## src/rtl/sdspi_pkg.sv

```systemverilog
package sdspi_pkg;
    typedef enum logic [2:0] {
        SE_NONE     = 3'd0,
        SE_RSP_TMO  = 3'd1,
        SE_RSP_CRC  = 3'd2,
        SE_ILLEGAL  = 3'd3,
        SE_GENERIC  = 3'd4,
        SE_BUSY_TMO = 3'd5
    } sd_err_e;

    typedef enum logic [2:0] {
        ST_IDLE,
        ST_SPACER,
        ST_FRAME,
        ST_SKIP,
        ST_HUNT,
        ST_BUSY,
        ST_TRAIL,
        ST_FINISH
    } eng_state_e;

    localparam logic [7:0] FILL_BYTE  = 8'hFF;
    localparam logic [7:0] CMD_PREFIX = 8'h40;
    localparam int         FRAME_LEN  = 6;
    localparam int         HEAD_LEN   = FRAME_LEN - 1;
endpackage

```

## src/rtl/sdspi_crc7.sv

```systemverilog
module sdspi_crc7 #(
    parameter int NBITS = 40
) (
    input  logic [NBITS-1:0] msg,
    output logic [6:0]       crc
);
    always_comb begin
        logic [6:0] acc;
        logic       fb;
        acc = '0;
        for (int i = NBITS - 1; i >= 0; i--) begin
            fb  = msg[i] ^ acc[6];
            acc = {acc[5:0], 1'b0};
            if (fb) begin
                acc = acc ^ 7'h09;
            end
        end
        crc = acc;
    end
endmodule

```

## src/rtl/sdspi_frame.sv

```systemverilog
module sdspi_frame
    import sdspi_pkg::*;
(
    input  logic [5:0]  idx,
    input  logic [31:0] arg,
    input  logic [2:0]  sel,
    output logic [7:0]  tx_byte
);
    localparam int HEAD_BITS = HEAD_LEN * 8;

    logic [HEAD_BITS-1:0] head;
    logic [6:0]           crc;
    logic [7:0]           bytes [FRAME_LEN];

    assign head = {CMD_PREFIX | {2'b00, idx}, arg};

    sdspi_crc7 #(.NBITS(HEAD_BITS)) u_crc (
        .msg (head),
        .crc (crc)
    );

    for (genvar g = 0; g < HEAD_LEN; g++) begin : g_head
        assign bytes[g] = head[HEAD_BITS - 1 - 8*g -: 8];
    end
    assign bytes[HEAD_LEN] = {crc, 1'b1};

    always_comb begin
        if (int'(sel) < FRAME_LEN) begin
            tx_byte = bytes[sel];
        end else begin
            tx_byte = FILL_BYTE;
        end
    end
endmodule

```

## src/rtl/sdspi_r1_dec.sv

```systemverilog
module sdspi_r1_dec
    import sdspi_pkg::*;
(
    input  logic [7:0] r1,
    output sd_err_e    code
);
    localparam int BIT_IDLE    = 0;
    localparam int BIT_ILLEGAL = 2;
    localparam int BIT_CRC     = 3;

    logic [7:0] other_mask;
    assign other_mask = 8'h7F & ~(8'(1) << BIT_IDLE);

    always_comb begin
        if (r1[BIT_CRC]) begin
            code = SE_RSP_CRC;
        end else if (r1[BIT_ILLEGAL]) begin
            code = SE_ILLEGAL;
        end else if ((r1 & other_mask) != 8'h00) begin
            code = SE_GENERIC;
        end else begin
            code = SE_NONE;
        end
    end
endmodule

```

## src/rtl/sdspi_cmd_engine.sv

```systemverilog
module sdspi_cmd_engine
    import sdspi_pkg::*;
#(
    parameter int HUNT_TRIES = 7,
    parameter int BUSY_LIMIT = 1024,
    parameter int BLK_W      = 16
) (
    input  logic             clk,
    input  logic             rst_n,
    input  logic             start,
    input  logic [5:0]       cmd_idx,
    input  logic [31:0]      cmd_arg,
    input  logic             rsp_busy,
    input  logic             rsp_byte,
    input  logic             rsp_word,
    input  logic [BLK_W-1:0] blk_size,
    input  logic [BLK_W-1:0] blk_count,
    output logic             xfer_req,
    output logic [7:0]       xfer_tx,
    input  logic             xfer_ack,
    input  logic [7:0]       xfer_rx,
    output logic             done,
    output logic [2:0]       err_code,
    output logic [31:0]      resp,
    output logic [BLK_W-1:0] blk_size_o,
    output logic [BLK_W-1:0] blk_count_o,
    output logic             pos_clr
);
    localparam int CNT_MAX = (BUSY_LIMIT > HUNT_TRIES) ? BUSY_LIMIT : HUNT_TRIES;
    localparam int CNT_W   = $clog2(CNT_MAX + 1);
    localparam logic [CNT_W-1:0] HUNT_LAST  = CNT_W'(HUNT_TRIES - 1);
    localparam logic [CNT_W-1:0] BUSY_LAST  = CNT_W'(BUSY_LIMIT - 1);
    localparam logic [CNT_W-1:0] FRAME_LAST = CNT_W'(FRAME_LEN - 1);

    eng_state_e       state, state_n;
    logic [CNT_W-1:0] cnt;
    logic [5:0]       idx_q;
    logic [31:0]      arg_q;
    logic             busy_q;
    logic [2:0]       trail_n;
    logic [31:0]      resp_q;
    sd_err_e          err_q;
    sd_err_e          r1_code;
    logic [BLK_W-1:0] bs_stage, bc_stage, bs_q, bc_q;
    logic [7:0]       frame_byte;
    logic             r1_seen;
    logic             busy_end;
    eng_state_e       after_r1, after_busy;

    sdspi_frame u_frame (
        .idx     (idx_q),
        .arg     (arg_q),
        .sel     (cnt[2:0]),
        .tx_byte (frame_byte)
    );

    sdspi_r1_dec u_r1 (
        .r1   (xfer_rx),
        .code (r1_code)
    );

    assign r1_seen    = ~xfer_rx[7];
    assign busy_end   = (xfer_rx == FILL_BYTE);
    assign after_busy = (trail_n != 3'd0) ? ST_TRAIL : ST_FINISH;
    assign after_r1   = busy_q ? ST_BUSY : after_busy;

    // next-state logic
    always_comb begin
        state_n = state;
        unique case (state)
            ST_IDLE:   if (start) state_n = ST_SPACER;
            ST_SPACER: if (xfer_ack) state_n = ST_FRAME;
            ST_FRAME:  if (xfer_ack && cnt == FRAME_LAST) state_n = ST_SKIP;
            ST_SKIP:   if (xfer_ack) state_n = ST_HUNT;
            ST_HUNT: begin
                if (xfer_ack) begin
                    if (r1_seen) begin
                        state_n = (r1_code != SE_NONE) ? ST_FINISH : after_r1;
                    end else if (cnt == HUNT_LAST) begin
                        state_n = ST_FINISH;
                    end
                end
            end
            ST_BUSY: begin
                if (xfer_ack) begin
                    if (busy_end) begin
                        state_n = after_busy;
                    end else if (cnt == BUSY_LAST) begin
                        state_n = ST_FINISH;
                    end
                end
            end
            ST_TRAIL:  if (xfer_ack && cnt == CNT_W'(trail_n - 3'd1)) state_n = ST_FINISH;
            ST_FINISH: state_n = ST_IDLE;
            default:   state_n = ST_IDLE;
        endcase
    end

    // state register
    always_ff @(posedge clk or negedge rst_n) begin
        if (!rst_n) begin
            state <= ST_IDLE;
        end else begin
            state <= state_n;
        end
    end

    // datapath registers
    always_ff @(posedge clk or negedge rst_n) begin
        if (!rst_n) begin
            cnt      <= '0;
            idx_q    <= '0;
            arg_q    <= '0;
            busy_q   <= 1'b0;
            trail_n  <= '0;
            resp_q   <= '0;
            err_q    <= SE_NONE;
            bs_stage <= '0;
            bc_stage <= '0;
            bs_q     <= '0;
            bc_q     <= '0;
        end else begin
            if (state_n != state) begin
                cnt <= '0;
            end else if (xfer_ack && xfer_req) begin
                cnt <= cnt + 1'b1;
            end
            unique case (state)
                ST_IDLE: begin
                    if (start) begin
                        idx_q    <= cmd_idx;
                        arg_q    <= cmd_arg;
                        busy_q   <= rsp_busy;
                        trail_n  <= rsp_word ? 3'd4 : (rsp_byte ? 3'd1 : 3'd0);
                        bs_stage <= blk_size;
                        bc_stage <= blk_count;
                        err_q    <= SE_NONE;
                    end
                end
                ST_HUNT: begin
                    if (xfer_ack) begin
                        if (r1_seen) begin
                            resp_q <= {24'h0, xfer_rx};
                            err_q  <= r1_code;
                        end else if (cnt == HUNT_LAST) begin
                            err_q <= SE_RSP_TMO;
                        end
                    end
                end
                ST_BUSY: begin
                    if (xfer_ack && !busy_end && cnt == BUSY_LAST) begin
                        err_q <= SE_BUSY_TMO;
                    end
                end
                ST_TRAIL: begin
                    if (xfer_ack) begin
                        resp_q <= (cnt == '0) ? {24'h0, xfer_rx} : {resp_q[23:0], xfer_rx};
                    end
                end
                ST_FINISH: begin
                    if (err_q == SE_NONE) begin
                        bs_q <= bs_stage;
                        bc_q <= bc_stage;
                    end
                end
                default: ;
            endcase
        end
    end

    // outputs
    always_comb begin
        xfer_req = 1'b0;
        xfer_tx  = FILL_BYTE;
        done     = 1'b0;
        pos_clr  = 1'b0;
        unique case (state)
            ST_IDLE:   ;
            ST_FRAME: begin
                xfer_req = 1'b1;
                xfer_tx  = frame_byte;
            end
            ST_SPACER, ST_SKIP, ST_HUNT, ST_BUSY, ST_TRAIL: xfer_req = 1'b1;
            ST_FINISH: begin
                done    = 1'b1;
                pos_clr = (err_q == SE_NONE);
            end
            default: ;
        endcase
    end

    assign err_code    = err_q;
    assign resp        = resp_q;
    assign blk_size_o  = bs_q;
    assign blk_count_o = bc_q;
endmodule

```

## config.mk

```make
export PLATFORM = sky130hd
export DESIGN_NAME = sdspi_cmd_engine
export DESIGN_NICKNAME = d
export VERILOG_FILES = /design/src/rtl/sdspi_pkg.sv /design/src/rtl/sdspi_crc7.sv /design/src/rtl/sdspi_frame.sv /design/src/rtl/sdspi_r1_dec.sv /design/src/rtl/sdspi_cmd_engine.sv
export SDC_FILE = /design/constraint.sdc
export NUM_CORES = 1
export LEC_CHECK = 0
export BUFFER_PORTS_ARGS = -buffer_cell sky130_fd_sc_hd__clkbuf_2
export CAP_MARGIN = 10
export CELL_PAD_IN_SITES_DETAIL_PLACEMENT = 1
export CELL_PAD_IN_SITES_GLOBAL_PLACEMENT = 1
export CORE_MARGIN = 3
export CORE_UTILIZATION = 47
export CTS_CLUSTER_SIZE = 20
export DETAILED_ROUTE_END_ITERATION = 8
export MAX_ROUTING_LAYER = met4
export PLACE_DENSITY = 0.93
export SLEW_MARGIN = 0
export SYNTH_ARGS = -nofsm -noshare
export SYNTH_HDL_FRONTEND = slang
export SYNTH_HIERARCHICAL = 1
export SYNTH_SLANG_ARGS = --single-unit
```

## constraint.sdc

```tcl
create_clock -name clk -period 6.1 [get_ports clk]
set_input_delay 0.305 -clock clk [delete_from_list [all_inputs] [get_ports clk]]
set_output_delay 0.305 -clock clk [all_outputs]
set_load 0.03 [all_outputs]
```

* Word level (Yosys, flattened, before mapping)
Index checks and enable logic that the tools add are counted.
Storage, ports and cells: bits in registers 155, output and inout port bits 78, input bits 85, logic and storage cells 209
Operators by class: add/subtract/negate cells 2, multiplexer cells 79, equality and inequality tests 19, $lt $le $gt $ge 2, bitwise gates (word level) 75, reduce and logical (&&, ||, !) cells 20
Operator list (count):
- $mux 4 | 38
- $mux 32 | 4
- $not 2->2 | 37
- $pmux 32 s2 | 1
- $mux 3 | 20
- $xor 1x1->1 | 34
- $mux 8 | 4
- $bmux 8 s3 | 1
- $pmux 3 s8 | 1
- $eq 11x3->1 const B | 2
- $mux 11 | 2
- $eq 3x3->1 const B | 4
- $add 11x1->11 const B | 1
- $eq 11x10->1 const B | 1
- $eq 11x11->1 | 1
- $logic_not 11->1 | 1
- $ne 2x2->1 const B | 5
- $pmux 3 s3 | 1
- $reduce_bool 3->1 | 3
- $eq 8x8->1 const B | 1
- $reduce_bool 8->1 | 1
- $eq 3x2->1 const B | 2
- $logic_not 3->1 | 2
- $reduce_or 6->1 | 1
- other kinds (16) | 29

* Depth between registers and ports, before layout
depth after elaboration 80, mapped depth 9, gate-level depth less buffers 9

* Cells and area by module
The synthesis kept the hierarchy.
By module, submodules not included:
- sdspi_cmd_engine | seq. area each 3853.7 µm², area an instance 6391.1 µm², cells each 520, instances 1
- sdspi_crc7 | seq. area each 0.0 µm², area an instance 989.7 µm², cells each 60, instances 1
- sdspi_frame | seq. area each 0.0 µm², area an instance 437.9 µm², cells each 51, instances 1
- sdspi_r1_dec | seq. area each 0.0 µm², area an instance 27.5 µm², cells each 4, instances 1

* Least setup slack after synthesis
OpenSTA, ideal clock, no wires.
path kind register -> output, from register idx_q[2], to output port xfer_tx[4], buffers on the path 0, setup slack 2.925 ns, arrival time 2.870 ns, stages on the path, launching flop included 10, required time 5.795 ns, path through dfrtp_1 xor3_2 xnor3_1 xor2_1 xnor3_2 xnor3_1 mux2_4 o22ai_1 a21oi_1 nand2b_1
On the way: word-level cells in the longest chain between the ends 29, elaborated cells between the ends (all ways) 74, classes of those cells mux (40); bitwise (34)
RTL lines:
- from (decl) | RTL line sdspi_cmd_engine.sv:37 | logic [5:0] idx_q;
- from (signal assigned) | RTL line sdspi_cmd_engine.sv:131 | idx_q <= cmd_idx;
- $xor 1x1->1 (*) | RTL line sdspi_crc7.sv:12 | fb = msg[i] ^ acc[6];
- $mux 4 (*) | RTL line sdspi_crc7.sv:14 | if (fb) begin
- $xor 1x1->1 / $mux 4 (equally long branches) | RTL line sdspi_crc7.sv:12, sdspi_crc7.sv:14
- $mux 4 | RTL line sdspi_crc7.sv:14
- $xor 1x1->1 (tied with other cells) | RTL line sdspi_crc7.sv:12
- $mux 4 | RTL line sdspi_crc7.sv:14
- $xor 1x1->1 (tied with other cells) | RTL line sdspi_crc7.sv:12
- $mux 4 | RTL line sdspi_crc7.sv:14
- [... 14 more ...]
- $not 2->2 (no line) / $xor 1x1->1 (equally long branches)
- $mux 4 (*) | RTL line sdspi_crc7.sv:14
- via u_frame.crc[3] | RTL line sdspi_frame.sv:12 | logic [6:0] crc;
- $bmux 8 s3 (*) | RTL line sdspi_frame.sv:29 | tx_byte = bytes[sel];
- $mux 8 (not written as such) (*) (2 in series) | RTL line sdspi_frame.sv:29
- $mux 8 (*) | RTL line sdspi_frame.sv:28 | if (int'(sel) < FRAME_LEN) begin
- via frame_byte[4] | RTL line sdspi_cmd_engine.sv:45 | logic [7:0] frame_byte;
- $mux 8 (*) | RTL line sdspi_cmd_engine.sv:177 | unique case (state)
- to (decl) | RTL line sdspi_cmd_engine.sv:19 | output logic [7:0] xfer_tx,
The timed path passes the listed nets; every way through them passes the cells marked *. The select of a mux whose other input is x is not followed.

* Worst setup path in the final report
from register idx_q[4], to output port xfer_tx[4]
On the way: word-level cells in the longest chain between the ends 35, elaborated cells between the ends (all ways) 80, classes of those cells mux (42); bitwise (38)
RTL lines (RTL line):
- $xor 1x1->1 (*) | sdspi_crc7.sv:12
- $mux 4 (*) | sdspi_crc7.sv:14
- $xor 1x1->1 / $mux 4 (equally long branches) | sdspi_crc7.sv:12, sdspi_crc7.sv:14
- $mux 4 | sdspi_crc7.sv:14
- $xor 1x1->1 (tied with other cells) | sdspi_crc7.sv:12
- $mux 4 | sdspi_crc7.sv:14
- $xor 1x1->1 (tied with other cells) | sdspi_crc7.sv:12
- $mux 4 | sdspi_crc7.sv:14
- [... 20 more ...]
- $not 2->2 (no line) / $xor 1x1->1 (equally long branches)
- $mux 4 (*) | sdspi_crc7.sv:14
- via u_frame.crc[3] | sdspi_frame.sv:12
- $bmux 8 s3 (*) | sdspi_frame.sv:29
- $mux 8 (not written as such) (*) (2 in series) | sdspi_frame.sv:29
- $mux 8 (*) | sdspi_frame.sv:28
- via frame_byte[4] | sdspi_cmd_engine.sv:45
- $mux 8 (*) | sdspi_cmd_engine.sv:177
Marks and branches as above.

==> metrics.md <==
| Metric | Value |
|---|---|
| Status | finished clean |
| Reg2reg setup slack | 3.19 ns |
| Post-Syn Area | 7850 µm² |
| CTS buffer count | 17 |
| Worst hold slack | 0.106 ns |
| Endpoint class of the critical path | output pin |
| Nets | a little under 900 |
| DIE WIDTH | 135 µm |
| Vias per Instance | 5.58 |
| Worst-Skew Late Latency | 0.43 ns |
| Tcrit/Tclk final | 65.1% |
| Register area | 3850 µm² |
| Num rows | between 40 and 50 |
| Slowest cell on the critical path | xnor3_1 |
| Family with the most delay on the worst path | XOR/XNOR gates |
| Ys flop type | dfrtp_1 |
| Final Wtd Congestion | 0.958 |
| Post-synth EDFFs | 0 |
| Sequential area share after synthesis | 49.1% |
| Crit-path max FO | 5 |
| Layout overhead on the synthesized area | 20.0% |
| Worst endpoint data arrival time | 3.67 ns |
| Vias in the first global route | 6,111 |
| Antenna violations before repair | 0 |
| Starting density of the core | 48.7% |
| Slowest stage delay, CP | roughly 0.55 ns |
| PortBufs | 162 |
| Hold-fix buffers at CTS | 1 |
| Final TNS setup | 0 ns |
| Die Y-Extent | 135 µm |
| Final WL | 22,400 µm |
| Core box area | between 15,000 and 20,000 µm² |
| DRC errors left | 0 |
| Required time of the critical path | about 5.8 ns |
| Commonest non-fill, non-tap cell in the layout | clkbuf_2 |
| Worst Clk Skew | 0.0114 ns |
| Clk sink count | between 150 and 200 |
| PostCTS Resize Cnt | 0 |
| Routed via count | 5,710 |
| Diodes inserted | 0 |
| TritonCTS clock tree | done |
| H-Tree Depth | 4 |
| Tightest Pin Transition | around 0.99 ns |
| WP buf/inv | 1 |
| Final setup fails | 0 |
| Multi-input gate area | 3780 µm² |
| CP Cell Sequence | xnor2_4 -> xnor3_1 -> xnor2_1 -> xnor3_1 -> xnor3_1 -> mux2_4 -> o22ai_1 -> a21oi_1 -> nand2b_1 -> clkbuf_2 |
| Max Slew Vio Count | 0 |
| Ports | 163 |
| Setup Fix Bufs, Post-CTS | 0 |
| Worst Setup Path Type | register to output pin |
| Critical path's most frequent cell | xnor3_1 |
| First-pass iteration count of the detailed router | 4 |
| Clk root buf | clkbuf_16 |
| Reg2Reg Capture Point | cnt[1]$_DFFE_PN0P_ |
| # Max-Cap Violations | 0 |
| Per-cell routed wire length | 21.9 µm |
| Post-DP HPWL | between 15,000 and 20,000 µm |
| Area of the die | 18,300 µm² |
| Setup crit start kind | register |
| Hold Violations, Final | 0 |
| Post-synth ARST share | 100% |
| Largest net degree at the start of global routing | 81 |
| Mapped Cells | about 640 |
| Syn. warnings | 6 |
| Inst Count DP | 990 |
| Final ANT Viol Nets | 0 |
| DRT iter0 DRCs | 317 |
| Hold worst-path end | trail_n[2]$_DFFE_PN0P_ |
| Clock transition at path regs | 0.07 ns |
| Gr usage total | 25.6% |
| Layout cells sized above 1 | 40.0% |
| Worst Min Path Start | rsp_word |
| Commonest cells after routing, fill and taps aside | 161 x clkbuf_2, 154 x dfrtp_1, 109 x nand2_1 |
| Fin util | 58.4% |
| Reg-to-reg startpoint | cnt[0]$_DFFE_PN0P_ |
| Layout Cells excl Fill | 1,023 |
| Peak Freq | 0.252 GHz |
| CTS Buffer Depth | 2 |
| Slew margin rel. | about a third |
| Synth cell types | 65 |
| Hold/Removal Path Class | primary input to register |
| First-pass GRT wire length | 34,800 µm |
| Worst hold stages | 3 |
| Remaining Overflow, GRT | 0 |
| RSZ-0062 raised after global routing | no |
| Register bit total from synthesis | 154 |
| Final min period | 3.97 ns |
| Syn_area_per_cell | around 12 µm² |
| Fill cells | 1,689 |
| R2R cell count | 7 |
[tightest hold or removal path, delay by kind of cell]
kind	cells	cell delay [ns]
buffers and inverters	1	0.09
AOI/OAI and AO/OA	1	0.06
and+or+nand+nor	1	0.04
[state kept, by name, summed over array words and instances, names as in the netlist, 2 cells and up]
name and cells:
arg_q 32, bc_stage 16, blk_count_o 16, blk_size_o 16
bs_stage 16, cnt 11, err_code 3, idx_q 6
resp 32, state 3, trail_n 2
[per-layer routing]
layer,up-vias,part of all wire (%),GRT usage [%]
met2,198,50,42.5
met3,39,5.0,4.64
met4,0,2.4,8.51
met5,-,0,-
met1,2938,42,32.0
li1,2535,-,-
[how the worst max path moves through the flow]
| stage | cells past startpoint | start | endpoint |
|---|---|---|---|
| 6_report | 10 | idx_q[4]$_DFFE_PN0P_ | xfer_tx[4] |
| 3_5_place_dp | 10 | idx_q[4]$_DFFE_PN0P_ | xfer_tx[4] |
| 3_3_place_gp | 10 | idx_q[2]$_DFFE_PN0P_ | xfer_tx[4] |
| 4_1_cts | 10 | idx_q[4]$_DFFE_PN0P_ | xfer_tx[4] |
| 2_1_floorplan | 9 | idx_q[2]$_DFFE_PN0P_ | xfer_tx[4] |
| 5_1_grt | 10 | idx_q[4]$_DFFE_PN0P_ | xfer_tx[5] |
[synthesized netlist by cell type (12+ instances only)]
library cell	n	area, µm²
buf_2	15	75.1
dfrtp_1	154	3850
a22o_1	25	219
nor3_1	17	85.1
nand2b_1	12	75.1
xnor2_1	26	228
mux2_2	87	980
nor2_1	12	45.0
xnor3_1	16	360
xor2_1	13	114
nand2_1	109	409
[cell type report]
class | count | share of cell area (%)
clock buffers | 18 | 4.66
clock inverters | 14 | 1.65
inverters | 12 | 0.478
multi-input cells | 440 | 40.2
flip-flops and latches | 154 | 40.9
well taps | 216 | 2.87
repair buffers | 169 | 9.26
[cell families after synthesis]
logic type | Yosys count | share of synthesized area, %
DFF | 154 | 49.1
muxes | 101 | 14.7
buffers and inverters | 43 | 2.79
AOI/OAI and AO/OA | 68 | 6.79
and+or+nand+nor | 190 | 11.7
xor gates and xnor gates | 71 | 13.8
adders and majority gates | 6 | 0.957
other | 2 | 0.0957
[stage by stage]
step,setup WS (ns),cell area (µm²)
after floorplan,2.93,7850
after global placement,2.75,8810
after detailed placement,2.59,8810
after CTS,2.12,9420
after global routing,1.96,9420
final,2.13,9420
Power is not shown: default switching activity piles up to over one toggle a cycle in this logic, so the estimate is an artifact.
